--- src/rtl/inj_seq_pkg.sv ---
package inj_seq_pkg;

  typedef enum logic [1:0] {
    EDGE_OFF  = 2'd0,
    EDGE_RISE = 2'd1,
    EDGE_FALL = 2'd2,
    EDGE_BOTH = 2'd3
  } edgeMode_e;

  // Strobes from control to the channel datapath
  typedef struct packed {
    logic launch;    // accepted start request
    logic ptrReset;  // restart single-step walk at lowest channel
  } seqStrobe_t;

endpackage

--- src/rtl/inj_seq_ctrl.sv ---
module inj_seq_ctrl
  import inj_seq_pkg::*;
#(
  parameter int NUM_TRIG = 8,
  parameter int NUM_CHAN = 8,
  parameter int DATA_W   = 16
) (
  input  logic                clk,
  input  logic                rstN,
  input  logic [NUM_TRIG-1:0] trigIn,
  input  logic                syncStartIn,
  input  logic                globalEn,
  input  logic                wrEn,
  input  logic                wrAddr,
  input  logic [DATA_W-1:0]   wrData,
  input  logic                rdAddr,
  output logic [DATA_W-1:0]   rdData,
  input  logic                busyIn,
  output logic                scanMode,
  output logic [NUM_CHAN-1:0] chanMask,
  output seqStrobe_t          strobe
);

  localparam int SEL_W    = $clog2(NUM_TRIG);
  localparam int SEL_LSB  = 2;
  localparam int SCAN_BIT = SEL_LSB + SEL_W;
  localparam int DMA_BIT  = SCAN_BIT + 1;
  localparam int SYNC_BIT = SCAN_BIT + 2;
  localparam int SW_BIT   = SCAN_BIT + 3;

  edgeMode_e          edgeMode;
  logic [SEL_W-1:0]   trigSel;
  logic               dmaEn;
  logic               syncMode;
  logic [NUM_TRIG-1:0] trigMeta, trigSync;
  logic               selNow, selPrev;
  logic               ctrlWr, maskWr;
  logic               trigHit, swHit, syncHit;

  assign ctrlWr = wrEn && (wrAddr == 1'b0);
  assign maskWr = wrEn && (wrAddr == 1'b1);
  assign selNow = trigSync[trigSel];

  always_ff @(posedge clk or negedge rstN) begin
    if (!rstN) begin
      edgeMode <= EDGE_OFF;
      trigSel  <= '0;
      scanMode <= 1'b0;
      dmaEn    <= 1'b0;
      syncMode <= 1'b0;
      chanMask <= '0;
      trigMeta <= '0;
      trigSync <= '0;
      selPrev  <= 1'b0;
    end else begin
      if (ctrlWr && !globalEn) begin
        edgeMode <= edgeMode_e'(wrData[1:0]);
        trigSel  <= wrData[SEL_LSB +: SEL_W];
        scanMode <= wrData[SCAN_BIT];
        dmaEn    <= wrData[DMA_BIT];
        syncMode <= wrData[SYNC_BIT];
      end
      if (maskWr) chanMask <= wrData[NUM_CHAN-1:0];
      trigMeta <= trigIn;
      trigSync <= trigMeta;
      selPrev  <= selNow;
    end
  end

  always_comb begin
    unique case (edgeMode)
      EDGE_RISE: trigHit = selNow && !selPrev;
      EDGE_FALL: trigHit = !selNow && selPrev;
      EDGE_BOTH: trigHit = selNow ^ selPrev;
      default:   trigHit = 1'b0;
    endcase
  end

  assign swHit   = ctrlWr && wrData[SW_BIT] && !syncMode;
  assign syncHit = syncMode && syncStartIn;

  assign strobe.launch   = globalEn && (|chanMask) && !busyIn &&
                           (trigHit || swHit || syncHit);
  assign strobe.ptrReset = maskWr && !scanMode;

  always_comb begin
    rdData = '0;
    if (rdAddr == 1'b0) begin
      rdData[1:0]               = edgeMode;
      rdData[SEL_LSB +: SEL_W]  = trigSel;
      rdData[SCAN_BIT]          = scanMode;
      rdData[DMA_BIT]           = dmaEn;
      rdData[SYNC_BIT]          = syncMode;
    end else begin
      rdData[NUM_CHAN-1:0]      = chanMask;
    end
  end

  // Configuration may not move across an edge at which the block was enabled
  assert_cfg_lock_R3: assert property (@(posedge clk) disable iff (!rstN)
    $past(globalEn) |-> ($stable(edgeMode) && $stable(trigSel) &&
                         $stable(scanMode) && $stable(dmaEn) && $stable(syncMode)));

endmodule

--- src/rtl/inj_seq_path.sv ---
module inj_seq_path
  import inj_seq_pkg::*;
#(
  parameter int NUM_CHAN = 8
) (
  input  logic                clk,
  input  logic                rstN,
  input  seqStrobe_t          strobe,
  input  logic                scanMode,
  input  logic [NUM_CHAN-1:0] chanMask,
  input  logic                convDone,
  output logic                startReq,
  output logic [$clog2(NUM_CHAN)-1:0] startChan,
  output logic                busy
);

  localparam int CHAN_W = $clog2(NUM_CHAN);

  logic [CHAN_W-1:0] ptr, curChan, nextIdx, lowIdx, aboveIdx, firstChan;
  logic              aboveFound, scanRun;

  // Lowest selected channel, first selected at/after ptr, first above curChan
  always_comb begin
    lowIdx     = '0;
    aboveIdx   = '0;
    aboveFound = 1'b0;
    for (int i = NUM_CHAN - 1; i >= 0; i--) begin
      if (chanMask[i]) lowIdx = CHAN_W'(i);
      if (chanMask[i] && (i > int'(curChan))) begin
        aboveIdx   = CHAN_W'(i);
        aboveFound = 1'b1;
      end
    end
    nextIdx = lowIdx;
    for (int i = NUM_CHAN - 1; i >= 0; i--) begin
      if (chanMask[(int'(ptr) + i) % NUM_CHAN])
        nextIdx = CHAN_W'((int'(ptr) + i) % NUM_CHAN);
    end
  end

  assign firstChan = scanMode ? lowIdx : nextIdx;

  always_ff @(posedge clk or negedge rstN) begin
    if (!rstN) begin
      busy      <= 1'b0;
      startReq  <= 1'b0;
      startChan <= '0;
      curChan   <= '0;
      ptr       <= '0;
      scanRun   <= 1'b0;
    end else begin
      startReq <= 1'b0;
      if (strobe.launch) begin
        busy      <= 1'b1;
        scanRun   <= scanMode;
        curChan   <= firstChan;
        startChan <= firstChan;
        startReq  <= 1'b1;
      end else if (busy && convDone) begin
        if (scanRun && aboveFound) begin
          curChan   <= aboveIdx;
          startChan <= aboveIdx;
          startReq  <= 1'b1;
        end else begin
          busy <= 1'b0;
          if (!scanRun)
            ptr <= (int'(curChan) == NUM_CHAN - 1) ? '0 : curChan + 1'b1;
        end
      end
      if (strobe.ptrReset) ptr <= '0;
    end
  end

  assert_launch_idle_R9: assert property (@(posedge clk) disable iff (!rstN)
    strobe.launch |-> !busy);

  assert_launch_pulse_R9: assert property (@(posedge clk) disable iff (!rstN)
    strobe.launch |=> (startReq && busy));

  assert_start_busy_R9: assert property (@(posedge clk) disable iff (!rstN)
    startReq |-> busy);

  assert_busy_done_R9: assert property (@(posedge clk) disable iff (!rstN)
    $fell(busy) |-> $past(convDone));

  assert_empty_mask_R10: assert property (@(posedge clk) disable iff (!rstN)
    strobe.launch |-> (chanMask != '0));

endmodule

--- src/rtl/inj_trigger_seq.sv ---
module inj_trigger_seq
  import inj_seq_pkg::*;
#(
  parameter int NUM_TRIG = 8,
  parameter int NUM_CHAN = 8,
  parameter int DATA_W   = 16
) (
  input  logic                clk,
  input  logic                rstN,
  input  logic [NUM_TRIG-1:0] trigIn,
  input  logic                syncStartIn,
  input  logic                globalEn,
  input  logic                wrEn,
  input  logic                wrAddr,
  input  logic [DATA_W-1:0]   wrData,
  input  logic                rdAddr,
  output logic [DATA_W-1:0]   rdData,
  input  logic                convDone,
  output logic                startReq,
  output logic [$clog2(NUM_CHAN)-1:0] startChan,
  output logic                busy
);

  seqStrobe_t          strobe;
  logic                scanMode;
  logic [NUM_CHAN-1:0] chanMask;

  inj_seq_ctrl #(.NUM_TRIG(NUM_TRIG), .NUM_CHAN(NUM_CHAN), .DATA_W(DATA_W)) uCtrl (
    .clk(clk), .rstN(rstN), .trigIn(trigIn), .syncStartIn(syncStartIn),
    .globalEn(globalEn), .wrEn(wrEn), .wrAddr(wrAddr), .wrData(wrData),
    .rdAddr(rdAddr), .rdData(rdData), .busyIn(busy), .scanMode(scanMode),
    .chanMask(chanMask), .strobe(strobe)
  );

  inj_seq_path #(.NUM_CHAN(NUM_CHAN)) uPath (
    .clk(clk), .rstN(rstN), .strobe(strobe), .scanMode(scanMode),
    .chanMask(chanMask), .convDone(convDone), .startReq(startReq),
    .startChan(startChan), .busy(busy)
  );

endmodule

--- config.mk ---
export PLATFORM = sky130hd
export DESIGN_NAME = inj_trigger_seq
export DESIGN_NICKNAME = d
export VERILOG_FILES = /design/src/rtl/inj_seq_pkg.sv /design/src/rtl/inj_seq_ctrl.sv /design/src/rtl/inj_seq_path.sv /design/src/rtl/inj_trigger_seq.sv
export SDC_FILE = /design/constraint.sdc
export NUM_CORES = 1
export LEC_CHECK = 0
export ABC_AREA = 1
export CORE_MARGIN = 2
export CORE_UTILIZATION = 47
export DETAILED_ROUTE_END_ITERATION = 10
export PLACE_DENSITY = 0.76
export SYNTH_ARGS = -nofsm -noshare
export SYNTH_HDL_FRONTEND = slang
export SYNTH_HIERARCHICAL = 1
export SYNTH_SLANG_ARGS = --single-unit
--- constraint.sdc ---
create_clock -name clk -period 2.1 [get_ports clk]
set_input_delay 0.315 -clock clk [delete_from_list [all_inputs] [get_ports clk]]
set_output_delay 0.315 -clock clk [all_outputs]
set_load 0.03 [all_outputs]
# Yosys cells after proc, flatten, opt, wreduce, memory -nomap -nowiden
# Index checks and enable logic that the tools add are counted.
[totals] in_bits=32 reg_bits=42
[op_classes] muxes=73 n_lt_le_gt_ge=16 add_sub_neg=8 eq_ne=8 n_reduce_logical=43 bitwise=9
[op_table] operator="3-bit two-way mux" n=33
[op_table] operator="4-bit by 5-bit less-than comparator with 1-bit output, second input constant" n=7
[op_table] operator="1-bit two-way mux" n=29
[op_table] operator="1-bit binary-select mux with 3-bit select" n=9
[op_table] operator="1-bit logical AND" n=21
[op_table] operator="3-bit OR reduction" n=7
[op_table] operator="3-bit adder, second input constant" n=4
[op_table] operator="3-bit > comparator, first input constant" n=4
[op_table] operator="3-bit by 4-bit less-than comparator with 1-bit output, second input constant" n=2
[op_table] operator="8-bit two-way mux" n=1
[op_table] operator="2-bit inequality test, second input constant" n=4
[op_table] operator="8-bit OR reduction" n=1
[op_table] operator="1-bit AND, first input constant" n=7
[op_table] operator="3-bit by 1-bit adder with 3-bit output, second input constant" n=2
[op_table] operator="3-bit by 2-bit adder with 3-bit output, second input constant" n=2
[op_table] operator="2-bit by 3-bit > comparator with 1-bit output, first input constant" n=2
[op_table] operator="1-bit logical NOT" n=6
[op_table] operator="2-bit nonzero test" n=3
[op_table] operator="2-bit == test, second input constant" n=2
[op_table] operator="2-bit AND reduction" n=2
[op_table] operator="4-bit AND reduction" n=1
[op_table] operator="3-bit by 1-bit == test with 1-bit output, second input constant" n=1
[op_table] operator="1-bit by 3-bit > comparator with 1-bit output, first input constant" n=1
[op_table] operator="1-bit one-hot mux with 3 select lines" n=1
[op_table] operator="4 further kinds" n=5

# Longest topological paths before layout
[logic_depth] word_depth=18 ltp_mapped=21

# Modules after synthesis
# The synthesis kept the hierarchy.
[by_module_without_submodules] module="inj_seq_ctrl" seq_area_each_um2=825.8 cells_each=160 n_inst=1 area_each_um2=1463.9
[by_module_without_submodules] module="inj_seq_path" seq_area_each_um2=225.2 cells_each=235 n_inst=1 area_each_um2=1322.5

# Worst setup path before layout
# OpenSTA, ideal clock, no wires.
[synth_path] kind="register -> register" startpoint="reg uPath.ptr[1]" endpoint="reg uPath.curChan[0]" stages_incl_launch_ff=21 setup_time_ps=122 slack_ps=-40 arrival_ps=2018 n_path_buf=2 t_required_ps=1978 synth_period_minus_slack_ps=2140 path_cell_list="dfrtp_1 > clkbuf_8 > inv_1 > ha_1 > buf_4 > inv_1 > nand3_1 > nand3_1 > nand2_1 > inv_2 > nand2_1 > nand2_1 > nand2_1 > nand2_1 > nand2_1 > nand2_1 > nand2_1 > a21oi_1 > nand2_1 > nand2_1 > a21oi_2"
[synth_between] elab_chain_len=14
[synth_lines] item="start: declaration" line="inj_seq_path.sv:19" rtl="logic [CHAN_W-1:0] ptr, curChan, nextIdx, lowIdx, aboveIdx, firstChan;"
[synth_lines] item="start signal: assignment" line="inj_seq_path.sv:67" rtl="ptr <= (int'(curChan) == NUM_CHAN - 1) ? '0 : curChan + 1'b1;"
[synth_lines] item="3-bit adder" line="inj_seq_path.sv:36" rtl="if (chanMask[(int'(ptr) + i) % NUM_CHAN])"
[synth_lines] item="1-bit binary-select mux with 3-bit select" line="inj_seq_path.sv:36"
[synth_lines] item="1-bit two-way mux (implied by the code) (2 in a row)" line="inj_seq_path.sv:36"
[synth_lines] item="3-bit two-way mux (7 in a row)" line="inj_seq_path.sv:36"
[synth_lines] item="3-bit two-way mux (*)" line="inj_seq_path.sv:36"
[synth_lines] item="3-bit two-way mux (*)" line="inj_seq_path.sv:41" rtl="assign firstChan = scanMode ? lowIdx : nextIdx;"
[synth_lines] item="3-bit two-way mux (*)" line="inj_seq_path.sv:53" rtl="if (strobe.launch) begin"
[synth_lines] item="end signal: assignment" line="inj_seq_path.sv:56" rtl="curChan <= firstChan;"
[synth_lines] item="end signal: assignment" line="inj_seq_path.sv:61" rtl="curChan <= aboveIdx;"
[synth_lines] item="end: declaration" line="inj_seq_path.sv:19"
# Mark *: on every way between the ends. The rest lies on a longest branch, timed or not. The select of a mux whose other input is x is not followed.
# A chain may end at the register's enable or synchronous reset.

==> qor.csv <==
metric;value;unit
status;completed;
Routed Antenna Nets;0;
Syn-to-layout area delta;30.7;%
Starting Density;47.9;%
Core Util, Final;62.6;%
post-synthesis cell count;395;
core area;5820;um^2
WL/cell;12.9;um
Worst Setup Start Kind;flop;
MaxCap Viol Count;0;
Seq cells post-synth;42;
worst-case clock buffer depth;2;
Arr. time, crit path;2.26;ns
Vias;2702;
post-route clock period utilization;96.6;%
post-DP HPWL;4830;um
clk_lat worst skew;0.30;ns
die height;81.0;um
placed cell count;515;
I/O pins;53;
Final setup viols;0;
CP Max Fanout;6;
die area;6560;um^2
Fin Hold WS;0.355;ns
number of synthesis warnings;6;
Setup CP Type;flop to flop;
clock sinks;42;
Adder-Cell Fraction of Synth Area;3.59;%
Peak VDD IR;0.000694;V
Antenna Cells;0;
via-per-instance ratio;5.10;
largest cells by area after synthesis;dfrtp_1, nand2_1, inv_1, o21ai_0, nand3_1;
Most used DFF post-synth;dfrtp_1;
Crit path required time;2.34;ns
ranking of synthesized cells by instance count;nand2_1, inv_1, dfrtp_1;
die width;81.0;um
Hold Fails Final Rpt;0;
Max Clock Freq;493;MHz
largest family of logic cells by synthesized area;simple AND/OR/NAND/NOR gates;
Synth Area in Compound Gates;14.0;%
Async SR Flop Fraction;100;%
Fill cells;537;
global-route wire length before repair;10600;um
multiplexer share of the synthesized area;1.21;%
CTS HTree Levels;2;
Synth area leader;dfrtp_1;
Post-route DRC;0;
Setup crit end kind;flop;
pin count of the biggest net entering global routing;43;
post-synthesis simple-gate area fraction;28.0;%
Avg Cell Area, Syn;7.05;um^2
initial antenna violation count;0;
share of post-route cells with drive strength above 1;25.7;%
GRT Residual Overflow;0;
Num CTS Buffers;5;
Nets;494;
Unique masters post-synth;31;
unrepaired setup endpoints after global routing;yes;
final std cells w/o fill;530;
Hold Crit Class;flop to flop;
routability cong.;0.892;
most common cell in the synthesized netlist;nand2_1;
Reg clk slew, reported paths;0.09;ns
vias in the first global route;2398;
CTS tree;built;
Port Buffers;37;
leak pwr;1.86;nW
Synth Area in XOR/XNOR;1.26;%
Final Skew;0.00412;ns
GRT Overall Usage;21.0;%
Cell Rows;28;
DR pass1 iterations;6;
Synth Cell Area;2790;um^2
setup TNS;0;ns
register area share after synthesis;37.7;%
Area after DPL;3260;um^2
final instance area;3640;um^2
post-route minimum period;2.03;ns
Synth top area share;37.7;%
first-iteration detailed-routing DRC count;209;
power per cell area;1410;nW/um^2
Slew Viols, Final;0;
aggregate routed wire length;6830;um
EDFF count, synth;0;
clock root cell;clkbuf_8;
path summary, 6_finish.rpt:
| kind | from | to | slack (ns) | depth (start not counted) |
|---|---|---|---|---|
| hold reg to reg | uCtrl/trigMeta[0] | uCtrl/trigSync[0] | 0.36 | 0 |
| hold / removal | uCtrl/trigMeta[0] | uCtrl/trigSync[0] | 0.36 | 0 |
| min in group asynchronous | rstN | uCtrl/trigMeta[2] | 0.51 | 3 |
| max in group asynchronous | rstN | uPath/curChan[1] | 1.38 | 3 |
| setup reg to reg | uCtrl/trigSel[0] | uPath/ptr[0] | 0.07 | 16 |
| setup / recovery | uCtrl/trigSel[0] | uPath/ptr[0] | 0.07 | 16 |
routing by layer:
metal	up-vias	track usage, %	share of wire [%]
met3	10	3.78	5.3
met4	0	8.31	1.6
met5	-	0	0
li1	1347	-	-
met2	91	34.5	49
met1	1254	27.6	44
area by class of cell:
class / count / area [um^2] / share of cell area [%]
clock buffer: 5 / 68.8 / 1.89
sequential: 42 / 1050 / 29.0
multi-input combinational: 277 / 1580 / 43.5
tap: 75 / 93.8 / 2.58
clock inverter: 3 / 28.8 / 0.790
inverter: 68 / 265 / 7.28
timing repair buffer: 60 / 548 / 15.0
flip-flops by register name, summed over array words and instances, names as in the netlist:
signal,count
uCtrl/chanMask,8
uCtrl/trigMeta,8
uCtrl/trigSync,8
uCtrl/trigSel,3
uPath/curChan,3
uPath/ptr,3
uCtrl/edgeMode,2
uCtrl/dmaEn,1
uCtrl/scanMode,1
uCtrl/selPrev,1
uCtrl/syncMode,1
uPath/busy,1
uPath/scanRun,1
uPath/startReq,1
power by group:
group	total [mW]	internal, mW	switching, mW
logic	3.42	1.34	2.08
registers	1.15	0.957	0.197
clock network	0.557	0.248	0.309
per-stage QoR:
stage,total power [mW],worst slack [ns]
2_1_floorplan,3.37,0.00334
3_3_place_gp,4.04,-0.0796
3_5_place_dp,4.09,-0.0962
4_1_cts,4.68,0.00393
5_1_grt,5.61,-0.0544
6_report,5.13,0.0720
repair_timing:
item / CTS / global route
gates cloned: 0 / 0
setup buffers: 0 / 6
hold endpoints to repair: 42 / 0
endpoints found under the setup margin: 9 / 8
pin swaps: 0 / 19
hold buffers: 1 / 0
resized for setup: 7 / 68
cell usage in the layout (no fill, tap or decap), types with 4 or more instances in the layout:
cell type	n
nand3_1	16
a21oi_2	5
inv_4	4
clkbuf_8	5
clkdlybuf4s50_1	28
nand2_1	112
nand2_2	18
ha_1	4
buf_4	24
o21ai_0	24
dfrtp_1	39
inv_1	57
nor2_2	5
conb_1	8
a21oi_1	14
inv_2	7
o21ai_2	11
o21ai_1	5
nand3_2	15
nor2_1	12
worst max-delay path, stage by stage, from the launching register on:
cell	delay, ns
dfrtp_2	0.49
inv_4	0.11
nand2_1	0.06
nand3_2	0.07
nand2_1	0.06
nand2_1	0.07
nand2_2	0.07
ha_2	0.18
nand3_1	0.09
nand3_2	0.10
nor2_4	0.13
nor2_4	0.07
nor2_2	0.13
nand2_2	0.08
inv_2	0.07
nand4_1	0.10
o21ai_1	0.09
logic make-up after synthesis:
kind of cell	Yosys count
AO/OA/AOI/OAI	67
XOR/XNOR	4
adder cells (fa/ha/maj)	8
buffers and inverters	83
flip-flops	42
multiplexers	3
other	1
AND/OR/NAND/NOR	187
Note: power is estimated with default switching activity, not from simulation.
